## src/rtl/uart_regbank_pkg.sv

```systemverilog
package uart_regbank_pkg;
  localparam logic [2:0] ADR_DATA = 3'd0;
  localparam logic [2:0] ADR_IEN  = 3'd1;
  localparam logic [2:0] ADR_IID  = 3'd2;
  localparam logic [2:0] ADR_LCTL = 3'd3;
  localparam logic [2:0] ADR_MCTL = 3'd4;
  localparam logic [2:0] ADR_LSTS = 3'd5;
  localparam logic [2:0] ADR_MSTS = 3'd6;
  localparam logic [2:0] ADR_SCR  = 3'd7;

  typedef enum logic [1:0] {SRC_NONE, SRC_MODEM, SRC_TXE, SRC_RXD} irq_src_e;

  function automatic logic [7:0] iid_code(irq_src_e s);
    case (s)
      SRC_RXD:   return 8'h04;
      SRC_TXE:   return 8'h02;
      SRC_MODEM: return 8'h00;
      default:   return 8'h01;
    endcase
  endfunction
endpackage

```

## src/rtl/uart_rb_decode.sv

```systemverilog
module uart_rb_decode #(
  parameter int AW = 3
) (
  input  logic              cs,
  input  logic              rd,
  input  logic              wr,
  input  logic [AW-1:0]     addr,
  output logic [(1<<AW)-1:0] rd_sel,
  output logic [(1<<AW)-1:0] wr_sel
);
  localparam int NREG = 1 << AW;

  always_comb begin
    for (int i = 0; i < NREG; i++) begin
      rd_sel[i] = cs && rd && (addr == AW'(i));
      wr_sel[i] = cs && wr && (addr == AW'(i));
    end
  end
endmodule

```

## src/rtl/uart_rb_modem.sv

```systemverilog
module uart_rb_modem #(
  parameter int DW = 8
) (
  input  logic          clk,
  input  logic          rst,
  input  logic          mctl_wr,
  input  logic [4:0]    mctl_wdata,
  input  logic          msts_rd,
  input  logic          cts_n,
  input  logic          dsr_n,
  input  logic          ri_n,
  input  logic          dcd_n,
  output logic [DW-1:0] mctl,
  output logic [DW-1:0] msts,
  output logic          delta_any,
  output logic          dtr_n,
  output logic          rts_n,
  output logic          out1_n,
  output logic          out2_n
);
  logic [4:0] mctl_q;
  logic [3:0] line_q;   // {DCD,RI,DSR,CTS}
  logic [3:0] delta_q;  // {dDCD,TERI,dDSR,dCTS}
  logic [3:0] line_nx;
  logic [3:0] chg;
  logic       loop_on;

  assign loop_on = mctl_q[4];

  always_ff @(posedge clk) begin
    if (rst) begin
      mctl_q <= '0;
      {out2_n, out1_n, rts_n, dtr_n} <= 4'hF;
    end else if (mctl_wr) begin
      mctl_q <= mctl_wdata;
      {out2_n, out1_n, rts_n, dtr_n} <= mctl_wdata[4] ? 4'hF : ~mctl_wdata[3:0];
    end
  end

  always_comb begin
    if (loop_on) line_nx = {mctl_q[3], mctl_q[2], mctl_q[0], mctl_q[1]};
    else         line_nx = {~dcd_n, ~ri_n, ~dsr_n, ~cts_n};
    chg[0] = line_nx[0] ^ line_q[0];
    chg[1] = line_nx[1] ^ line_q[1];
    chg[2] = line_q[2] & ~line_nx[2];
    chg[3] = line_nx[3] ^ line_q[3];
  end

  always_ff @(posedge clk) begin
    if (rst) begin
      line_q  <= '0;
      delta_q <= '0;
    end else begin
      line_q  <= line_nx;
      delta_q <= (msts_rd ? 4'h0 : delta_q) | chg;
    end
  end

  assign mctl      = DW'(mctl_q);
  assign msts      = DW'({line_q, delta_q});
  assign delta_any = |delta_q;
endmodule

```

## src/rtl/uart_rb_intr.sv

```systemverilog
module uart_rb_intr
  import uart_regbank_pkg::*;
#(
  parameter int DW = 8
) (
  input  logic          clk,
  input  logic          rst,
  input  logic [3:0]    ien,
  input  logic          thr_empty,
  input  logic          rx_valid,
  input  logic [DW-1:0] rx_byte,
  input  logic          rbuf_rd,
  input  logic          iid_rd,
  input  logic          thr_wr,
  input  logic          modem_delta,
  output logic          data_rdy,
  output logic [DW-1:0] rbuf,
  output logic [DW-1:0] iid
);
  logic     txe_arm, txe_arm_q, txe_pend;
  irq_src_e src;

  assign txe_arm = ien[1] & thr_empty;

  always_comb begin
    if (ien[0] && data_rdy)          src = SRC_RXD;
    else if (txe_pend && ien[1])     src = SRC_TXE;
    else if (ien[3] && modem_delta)  src = SRC_MODEM;
    else                             src = SRC_NONE;
  end

  assign iid = DW'(iid_code(src));

  always_ff @(posedge clk) begin
    if (rst) begin
      data_rdy  <= 1'b0;
      rbuf      <= '0;
      txe_arm_q <= 1'b0;
      txe_pend  <= 1'b0;
    end else begin
      txe_arm_q <= txe_arm;
      if (rx_valid) begin
        data_rdy <= 1'b1;
        rbuf     <= rx_byte;
      end else if (rbuf_rd) begin
        data_rdy <= 1'b0;
      end
      if (txe_arm && !txe_arm_q)
        txe_pend <= 1'b1;
      else if (thr_wr || !ien[1] || (iid_rd && src == SRC_TXE))
        txe_pend <= 1'b0;
    end
  end
endmodule

```

## src/rtl/uart_regbank.sv

```systemverilog
module uart_regbank
  import uart_regbank_pkg::*;
#(
  parameter int DW = 8,
  parameter int AW = 3
) (
  input  logic            clk,
  input  logic            rst,
  input  logic            cs,
  input  logic            rd,
  input  logic            wr,
  input  logic [AW-1:0]   addr,
  input  logic [DW-1:0]   wdata,
  output logic [DW-1:0]   rdata,
  input  logic            thr_empty,
  input  logic            tx_idle,
  input  logic            rx_valid,
  input  logic [DW-1:0]   rx_byte,
  output logic            tx_load,
  output logic [DW-1:0]   tx_byte,
  output logic [2*DW-1:0] divisor,
  output logic [DW-1:0]   line_ctrl,
  input  logic            cts_n,
  input  logic            dsr_n,
  input  logic            ri_n,
  input  logic            dcd_n,
  output logic            dtr_n,
  output logic            rts_n,
  output logic            out1_n,
  output logic            out2_n
);
  localparam int NREG = 1 << AW;

  logic [NREG-1:0] rd_sel, wr_sel;
  logic [DW-1:0]   lctl, ien, scr, div_lo, div_hi;
  logic [DW-1:0]   mctl, msts, iid, rbuf, lsts;
  logic [DW-1:0]   regv [NREG];
  logic [DW-1:0]   rd_mux;
  logic            bank, delta_any, dr_flag;
  logic            thr_wr, rbuf_rd;
  logic            unused_wr;

  uart_rb_decode #(.AW(AW)) u_dec (
    .cs(cs), .rd(rd), .wr(wr), .addr(addr), .rd_sel(rd_sel), .wr_sel(wr_sel)
  );

  assign bank      = lctl[7];
  assign thr_wr    = wr_sel[ADR_DATA] && !bank;
  assign rbuf_rd   = rd_sel[ADR_DATA] && !bank;
  assign unused_wr = ^{wr_sel[ADR_IID], wr_sel[ADR_LSTS], wr_sel[ADR_MSTS]};

  always_ff @(posedge clk) begin
    if (rst) begin
      lctl    <= '0;
      ien     <= '0;
      scr     <= '0;
      div_lo  <= '0;
      div_hi  <= '0;
      tx_load <= 1'b0;
      tx_byte <= '0;
    end else begin
      tx_load <= thr_wr;
      if (thr_wr)                           tx_byte <= wdata;
      if (wr_sel[ADR_DATA] && bank)         div_lo  <= wdata;
      if (wr_sel[ADR_IEN] && bank)          div_hi  <= wdata;
      if (wr_sel[ADR_IEN] && !bank)         ien     <= wdata;
      if (wr_sel[ADR_LCTL])                 lctl    <= wdata;
      if (wr_sel[ADR_SCR])                  scr     <= wdata;
    end
  end

  uart_rb_modem #(.DW(DW)) u_modem (
    .clk(clk), .rst(rst),
    .mctl_wr(wr_sel[ADR_MCTL]), .mctl_wdata(wdata[4:0]),
    .msts_rd(rd_sel[ADR_MSTS]),
    .cts_n(cts_n), .dsr_n(dsr_n), .ri_n(ri_n), .dcd_n(dcd_n),
    .mctl(mctl), .msts(msts), .delta_any(delta_any),
    .dtr_n(dtr_n), .rts_n(rts_n), .out1_n(out1_n), .out2_n(out2_n)
  );

  uart_rb_intr #(.DW(DW)) u_intr (
    .clk(clk), .rst(rst), .ien(ien[3:0]),
    .thr_empty(thr_empty), .rx_valid(rx_valid), .rx_byte(rx_byte),
    .rbuf_rd(rbuf_rd), .iid_rd(rd_sel[ADR_IID]), .thr_wr(thr_wr),
    .modem_delta(delta_any),
    .data_rdy(dr_flag), .rbuf(rbuf), .iid(iid)
  );

  assign lsts = DW'({tx_idle, thr_empty, 4'b0000, dr_flag});

  always_comb begin
    regv[ADR_DATA] = bank ? div_lo : rbuf;
    regv[ADR_IEN]  = bank ? div_hi : ien;
    regv[ADR_IID]  = iid;
    regv[ADR_LCTL] = lctl;
    regv[ADR_MCTL] = mctl;
    regv[ADR_LSTS] = lsts;
    regv[ADR_MSTS] = msts;
    regv[ADR_SCR]  = scr;
    rd_mux = '0;
    for (int i = 0; i < NREG; i++)
      if (rd_sel[i]) rd_mux = rd_mux | regv[i];
  end

  always_ff @(posedge clk) begin
    if (rst)             rdata <= '0;
    else if (cs && rd)   rdata <= rd_mux;
  end

  assign divisor   = {div_hi, div_lo};
  assign line_ctrl = lctl;
endmodule

```

## config.mk

```make
export PLATFORM = sky130hd
export DESIGN_NAME = uart_regbank
export DESIGN_NICKNAME = d
export VERILOG_FILES = /design/src/rtl/uart_regbank_pkg.sv /design/src/rtl/uart_rb_decode.sv /design/src/rtl/uart_rb_modem.sv /design/src/rtl/uart_rb_intr.sv /design/src/rtl/uart_regbank.sv
export SDC_FILE = /design/constraint.sdc
export NUM_CORES = 1
export LEC_CHECK = 0
export BUFFER_PORTS_ARGS = -buffer_cell sky130_fd_sc_hd__buf_2
export CAP_MARGIN = 20
export CORE_ASPECT_RATIO = 0.7
export CORE_MARGIN = 1
export CORE_UTILIZATION = 44
export CTS_CLUSTER_SIZE = 28
export DETAILED_ROUTE_END_ITERATION = 8
export PLACE_DENSITY = 0.66
export RECOVER_POWER = 50
export SLEW_MARGIN = 15
export SYNTH_ARGS = -nofsm -noshare
export SYNTH_HDL_FRONTEND = slang
export SYNTH_SLANG_ARGS = --single-unit
```

## constraint.sdc

```tcl
create_clock -name clk -period 2.75 [get_ports clk]
set_clock_uncertainty 0.2 [all_clocks]
set_input_delay 0.1375 -clock clk [delete_from_list [all_inputs] [get_ports clk]]
set_output_delay 0.1375 -clock clk [all_outputs]
set_load 0.01 [all_outputs]
```

==> results of run 1 <==
-- logic make-up (layout without fill, tap and decap cells) --
logic type,count (synthesis),after routing,synth area share [%]
multiplexers,58,58,15.5
flip-flops,85,85,45.2
AO/OA/AOI/OAI,99,99,15.5
buffers and inverters,46,125,5.68
XOR/XNOR,3,3,0.698
AND/OR/NAND/NOR,144,144,17.4
-- cells in the mapped netlist, types with 4 or more instances --
| cell | n | share of area (%) |
|---|---|---|
| nor3b_1 | 5 | 1.0 |
| a21oi_1 | 34 | 4.5 |
| buf_2 | 6 | 0.80 |
| inv_1 | 7 | 0.70 |
| nand2_1 | 48 | 4.8 |
| clkbuf_1 | 23 | 2.3 |
| or3_1 | 4 | 0.66 |
| dfxtp_1 | 85 | 45 |
| o21ai_0 | 31 | 4.1 |
| nand3b_1 | 4 | 0.80 |
| nor2_1 | 61 | 6.1 |
| a211oi_1 | 9 | 1.8 |
| o21bai_1 | 4 | 0.80 |
| mux2i_1 | 56 | 15 |
| o22ai_1 | 5 | 0.83 |
| buf_4 | 9 | 1.8 |
| nand3_1 | 6 | 0.80 |
-- metrics by stage --
stage / instances / setup WS (ps) / util (%) / hold WS [ps] / power, mW
after CTS: 615 / 542 / 58.1 / 13.0 / 2.90
after floorplan: 435 / 1030 / - / 41.5 / 1.44
after global routing: 615 / 223 / 57.2 / 34.8 / 2.99
after detailed placement: 579 / 487 / 51.4 / 182 / 1.53
final: 615 / 384 / 57.2 / 13.9 / 2.90
after global placement: 579 / 523 / 51.4 / 172 / 1.53
-- sequential cells by signal, indices dropped and copies added (netlist names), 4 cells and up --
register         count
rdata                8
u_modem.line_q       4
u_intr.rbuf          8
ien                  8
div_hi               8
line_ctrl            8
scr                  8
div_lo               8
u_modem.mctl_q       5
tx_byte              8
u_modem.delta_q      4
-- power groups by stage --
stage / sequential, mW / clock (mW) / combinational [mW]
after floorplan: 1.31 / 0 / 0.132
after global placement: 1.31 / 0 / 0.212
after detailed placement: 1.31 / 0 / 0.217
after CTS: 1.29 / 1.38 / 0.239
after global routing: 1.29 / 1.44 / 0.257
final: 1.29 / 1.38 / 0.237
-- worst paths after layout --
kind / end / slack (ps) / cells past startpoint
setup / recovery: rdata[3] / 380 / 3
hold / removal: u_intr.data_rdy / 10 / 3
setup reg to reg: div_lo[3] / 490 / 4
hold reg to reg: u_modem.delta_q[0] / 270 / 2
-- per-layer routing --
layer  vias up  GRT usage [%]  part of all wire [%]
met1      1657           36.5                    48
met5         -              0                     0
met4         0           6.93                   1.1
li1       1653              -                     -
met3        13           9.19                   8.8
met2       165           37.7                    42
-- cell type report --
type                            count  area (um2)  area share, %
Sequential cell                    85        1700           36.9
Tap cell                          101         126           2.74
Clock inverter                      4        97.6           2.11
Timing Repair Buffer              103         574           12.4
Clock buffer                       11         233           5.04
Multi-Input combinational cell    304        1860           40.2
Inverter                            7        26.3          0.569
-- tightest hold or removal path, cell delays in order --
cell     delay, ps
buf_2          190
a21oi_1        140
nor2_1          40
-- layout by cell type, fill, tap and decap left out, types with 6 or more instances in the layout --
master         instances
a211oi_1               9
a21oi_1               34
buf_2                 29
clkbuf_1              49
clkbuf_16              9
dfxtp_1               85
dlygate4sd3_1         21
inv_1                  7
mux2i_1               56
nand2_1               48
nand3_1                6
nor2_1                61
o21ai_0               31
==> metrics, run 1 <==
status finished, violations left; failing checks max-capacitance violations, max-slew violations; Post-Syn Area around 3800 um2; CP Cell Sequence clkbuf_1 > clkbuf_2 > nor3_1; Post-Route WL about 11 mm; gpl congestion about 0.9; FF+latch count, synth 85; Post-synth EDFFs 0; period utilization 86.0%; core area 8070 um2; H-Tree Depth 3; Die Y approximately 79 um; syn_area_per_cell 8.66 um2; DP HPWL roughly 7.7 mm; Relative slew margins -21.4%; GRT overflow 0; IO Port Bufs 75; cell area after layout 4620 um2; Synth Instances 435; ant diodes 0; Pint 2.24 mW; post-route ant nets 0; Largest delay share family, worst path buffers and inverters; DRT Pass-1 Iters 5; vias per cell 5.67; Nets approximately 540; first-pass GRT wire length approximately 18 mm; Comb pwr share 8.2%; crit path kind in -> reg; synth unique cells 42; slowest CP cell clkbuf_1; largest net degree at the start of global routing 39; clock buffer count from CTS 9; CP Max Fanout 38; sw frac 22.8%; # fillers 747; post-route setup TNS 0 ps; CTS resizes 0; CP peak stage delay around 1300 ps; Clk pwr share 47.5%; P_leak 1.62 nW; Clock Tree Buf Depth 2; Post-synth ARST share 0%; vias in the first global route 3,229; hold buffer count at CTS 21; starting density of the core 46.7%; sequential area share after synthesis 45.2%; Sequential Power Share 44.4%; peak supply drop 419 uV; # setup viols final 0; hold_sp rx_valid; Post-Syn Nets 466; CTS clock-pin slew for the worst setup and hold paths 60 ps; clock latency at the later pin of the worst-skew pair 340 ps; Worst-Margin Slew 1820 ps; Die Area 8940 um2; share of cells above drive strength 1 10.7%; RSZ-0062 raised after global routing no; worst hold path class in -> reg; Crit. End Element flip-flop; Area growth syn-to-layout 22.5%; critical path arrival 2360 ps; row cnt 27; Max Freq between 0.4 and 0.5 GHz; Reg-to-Reg Start line_ctrl[7]; post-place instance area between 4000 and 5000 um2; clk sinks 85; max_cap viols 1; worst path required time 2750 ps; Root Buffer clkbuf_16; CTS tree yes; Global Route Usage Sum a little over a quarter; Vias 3,488; DRC viols 0; Primary FF master, synth dfxtp_1; worst path bufs/invs 2; PD cells 629 nW/um2; DR iter-0 viols 318; Worst Setup SP rst; initial antenna violation count 0; Psw ~0.66 mW; setup bufs post-CTS 0; Setup crit start kind input port; Slew Limit Fails 39; fin crit period roughly 2400 ps; final number of hold-violating endpoints 0; Ys Warns 0; floorplan die width 113 um; Ports 76; WL/cell 18.2 um
Power figures use the tool's default switching activity.
==> inputs of run 2 (changes only) <==
--- a/config.mk
+++ b/config.mk
@@ -7,7 +7,7 @@
 export LEC_CHECK = 0
 export BUFFER_PORTS_ARGS = -buffer_cell sky130_fd_sc_hd__buf_2
 export CAP_MARGIN = 20
-export CORE_ASPECT_RATIO = 0.7
+export CORE_ASPECT_RATIO = 0.9
 export CORE_MARGIN = 1
 export CORE_UTILIZATION = 44
 export CTS_CLUSTER_SIZE = 28
==> run 2 against run 1 <==
The run now ends clean. Sequential power about the same. Setup slack worse by 58 ps. Flip-flop and latch count unchanged. Critical path type unchanged. Clock power down 22%.
==> metrics, run 2 (synthesis results as in run 1) <==
IO Port Bufs 75; clock buffer count from CTS 9; crit path kind in -> reg; Crit. End Element flip-flop; Comb pwr share 9.1%; Root Buffer clkbuf_8; CP Cell Sequence dlygate4sd3_1 > buf_2 > or3b_1 > nor3_4 > mux2i_1 > nor2_1; first-pass GRT wire length 16.9 mm; clock latency at the later pin of the worst-skew pair roughly 370 ps; initial antenna violation count 0; starting density of the core a little under half; Clk pwr share 41.6%; sw frac 23.5%; DR iter-0 viols around 200; setup bufs post-CTS 0; Slew Limit Fails 0; GRT overflow 0; H-Tree Depth 3; ant diodes 0; RSZ-0062 raised after global routing no; Clock Tree Buf Depth 2; Hold WS 50.0 ps; clk sinks 85; most common cell after layout, fill and taps aside dfxtp_1; Post-Route WL roughly 10 mm; core area 8180 um2; DRT Pass-1 Iters 4; share of cells above drive strength 1 10.6%; cell area after layout 4570 um2; Setup crit start kind input port; CP peak stage delay 620 ps; floorplan die width between 90 and 100 um; Worst-Margin Slew 1290 ps; Area growth syn-to-layout 21.3%; Relative slew margins roughly 14%; worst path required time 2750 ps; Sequential Power Share 49.3%; max_cap viols 0; Pint about 2 mW; row cnt 31; Die Y 89.8 um; Max Freq 0.413 GHz; # setup viols final 0; period utilization 88.1%; post-route setup TNS 0 ps; CP Max Fanout 18; commonest non-fill, non-tap cells in the layout dfxtp_1 (85), nor2_1 (61), mux2i_1 (56); Nets 543; Global Route Usage Sum 24.5%; Psw 0.611 mW; vias per cell 5.38; vias in the first global route 3,244; CTS clock-pin slew for the worst setup and hold paths ~80 ps; status complete, no violations; PD cells 569 nW/um2; post-route ant nets 0; P_leak 1.59 nW; Die Area 8940 um2; # fillers a little under 800; Ports 76; slowest CP cell or3b_1; gpl congestion about 0.86; critical path arrival 2420 ps; Vias 3,402; CTS tree yes; post-place instance area 4140 um2; DP HPWL just over 7 mm; peak supply drop 274 uV; final number of hold-violating endpoints 0; largest net degree at the start of global routing 46; DRC viols 0; WL/cell 16.6 um; worst hold path class in -> reg; fin crit period 2420 ps
-- run 2: cell types whose count changed in the layout (fill, tap and decap cells not counted), sizes merged --
cell,change
buf,-1
dlygate4sd3,+3
clkinv,+2
clkinvlp,-1
-- run 2: power groups by stage --
stage	logic (mW)	registers (mW)	clock network [mW]
finish	0.237	1.28	1.08
global route	0.259	1.29	1.15
CTS	0.240	1.28	1.10
detailed placement	0.213	1.31	0
global placement	0.211	1.31	0
floorplan	0.132	1.31	0
-- run 2: final cells by class --
type / instances / area [um2] / area share, %
Clock buffer: 11 / 141 / 3.09
Timing Repair Buffer: 105 / 597 / 13.1
Multi-Input combinational cell: 304 / 1850 / 40.5
Inverter: 7 / 26.3 / 0.575
Clock inverter: 5 / 108 / 2.35
Sequential cell: 85 / 1700 / 37.2
Tap cell: 115 / 144 / 3.15
-- run 2: worst max-delay path, delay by kind of cell --
| family | cells | cell delay [ps] |
|---|---|---|
| buffers and inverters | 2 | 820 |
| AND/OR/NAND/NOR | 3 | 1200 |
| multiplexers | 1 | 250 |
-- run 2: timing repair --
| action | 4_1_cts | 5_1_grt |
|---|---|---|
| endpoints found under the hold margin | 67 | 0 |
| hold buffers | 24 | 0 |
| resized for setup | 0 | 0 |
-- run 2: layer usage --
layer	track usage, %	routed length (um)	up-vias
met5	0	0	-
li1	-	-	1655
met1	33.8	4930	1627
met3	5.29	558	16
met4	8.33	170	0
met2	37.8	4830	104
-- run 2: through the flow --
step                      setup WS [ps]  total power, mW  cells  utilization (%)
after detailed placement            549             1.52    592             50.6
after CTS                           402             2.62    632             56.6
after floorplan                    1030             1.44    435                -
after global placement              597             1.52    592             50.6
final                               326             2.60    632             55.8
after global routing                173             2.70    632             55.8
-- run 2: worst paths after layout --
kind,slack [ps],cells past startpoint,end,startpoint
max,330,6,ien[2],addr[0]
min,50,3,rdata[0],addr[2]
max reg2reg,630,5,rdata[5],line_ctrl[7]
min reg2reg,280,2,u_modem.delta_q[0],u_modem.delta_q[0]
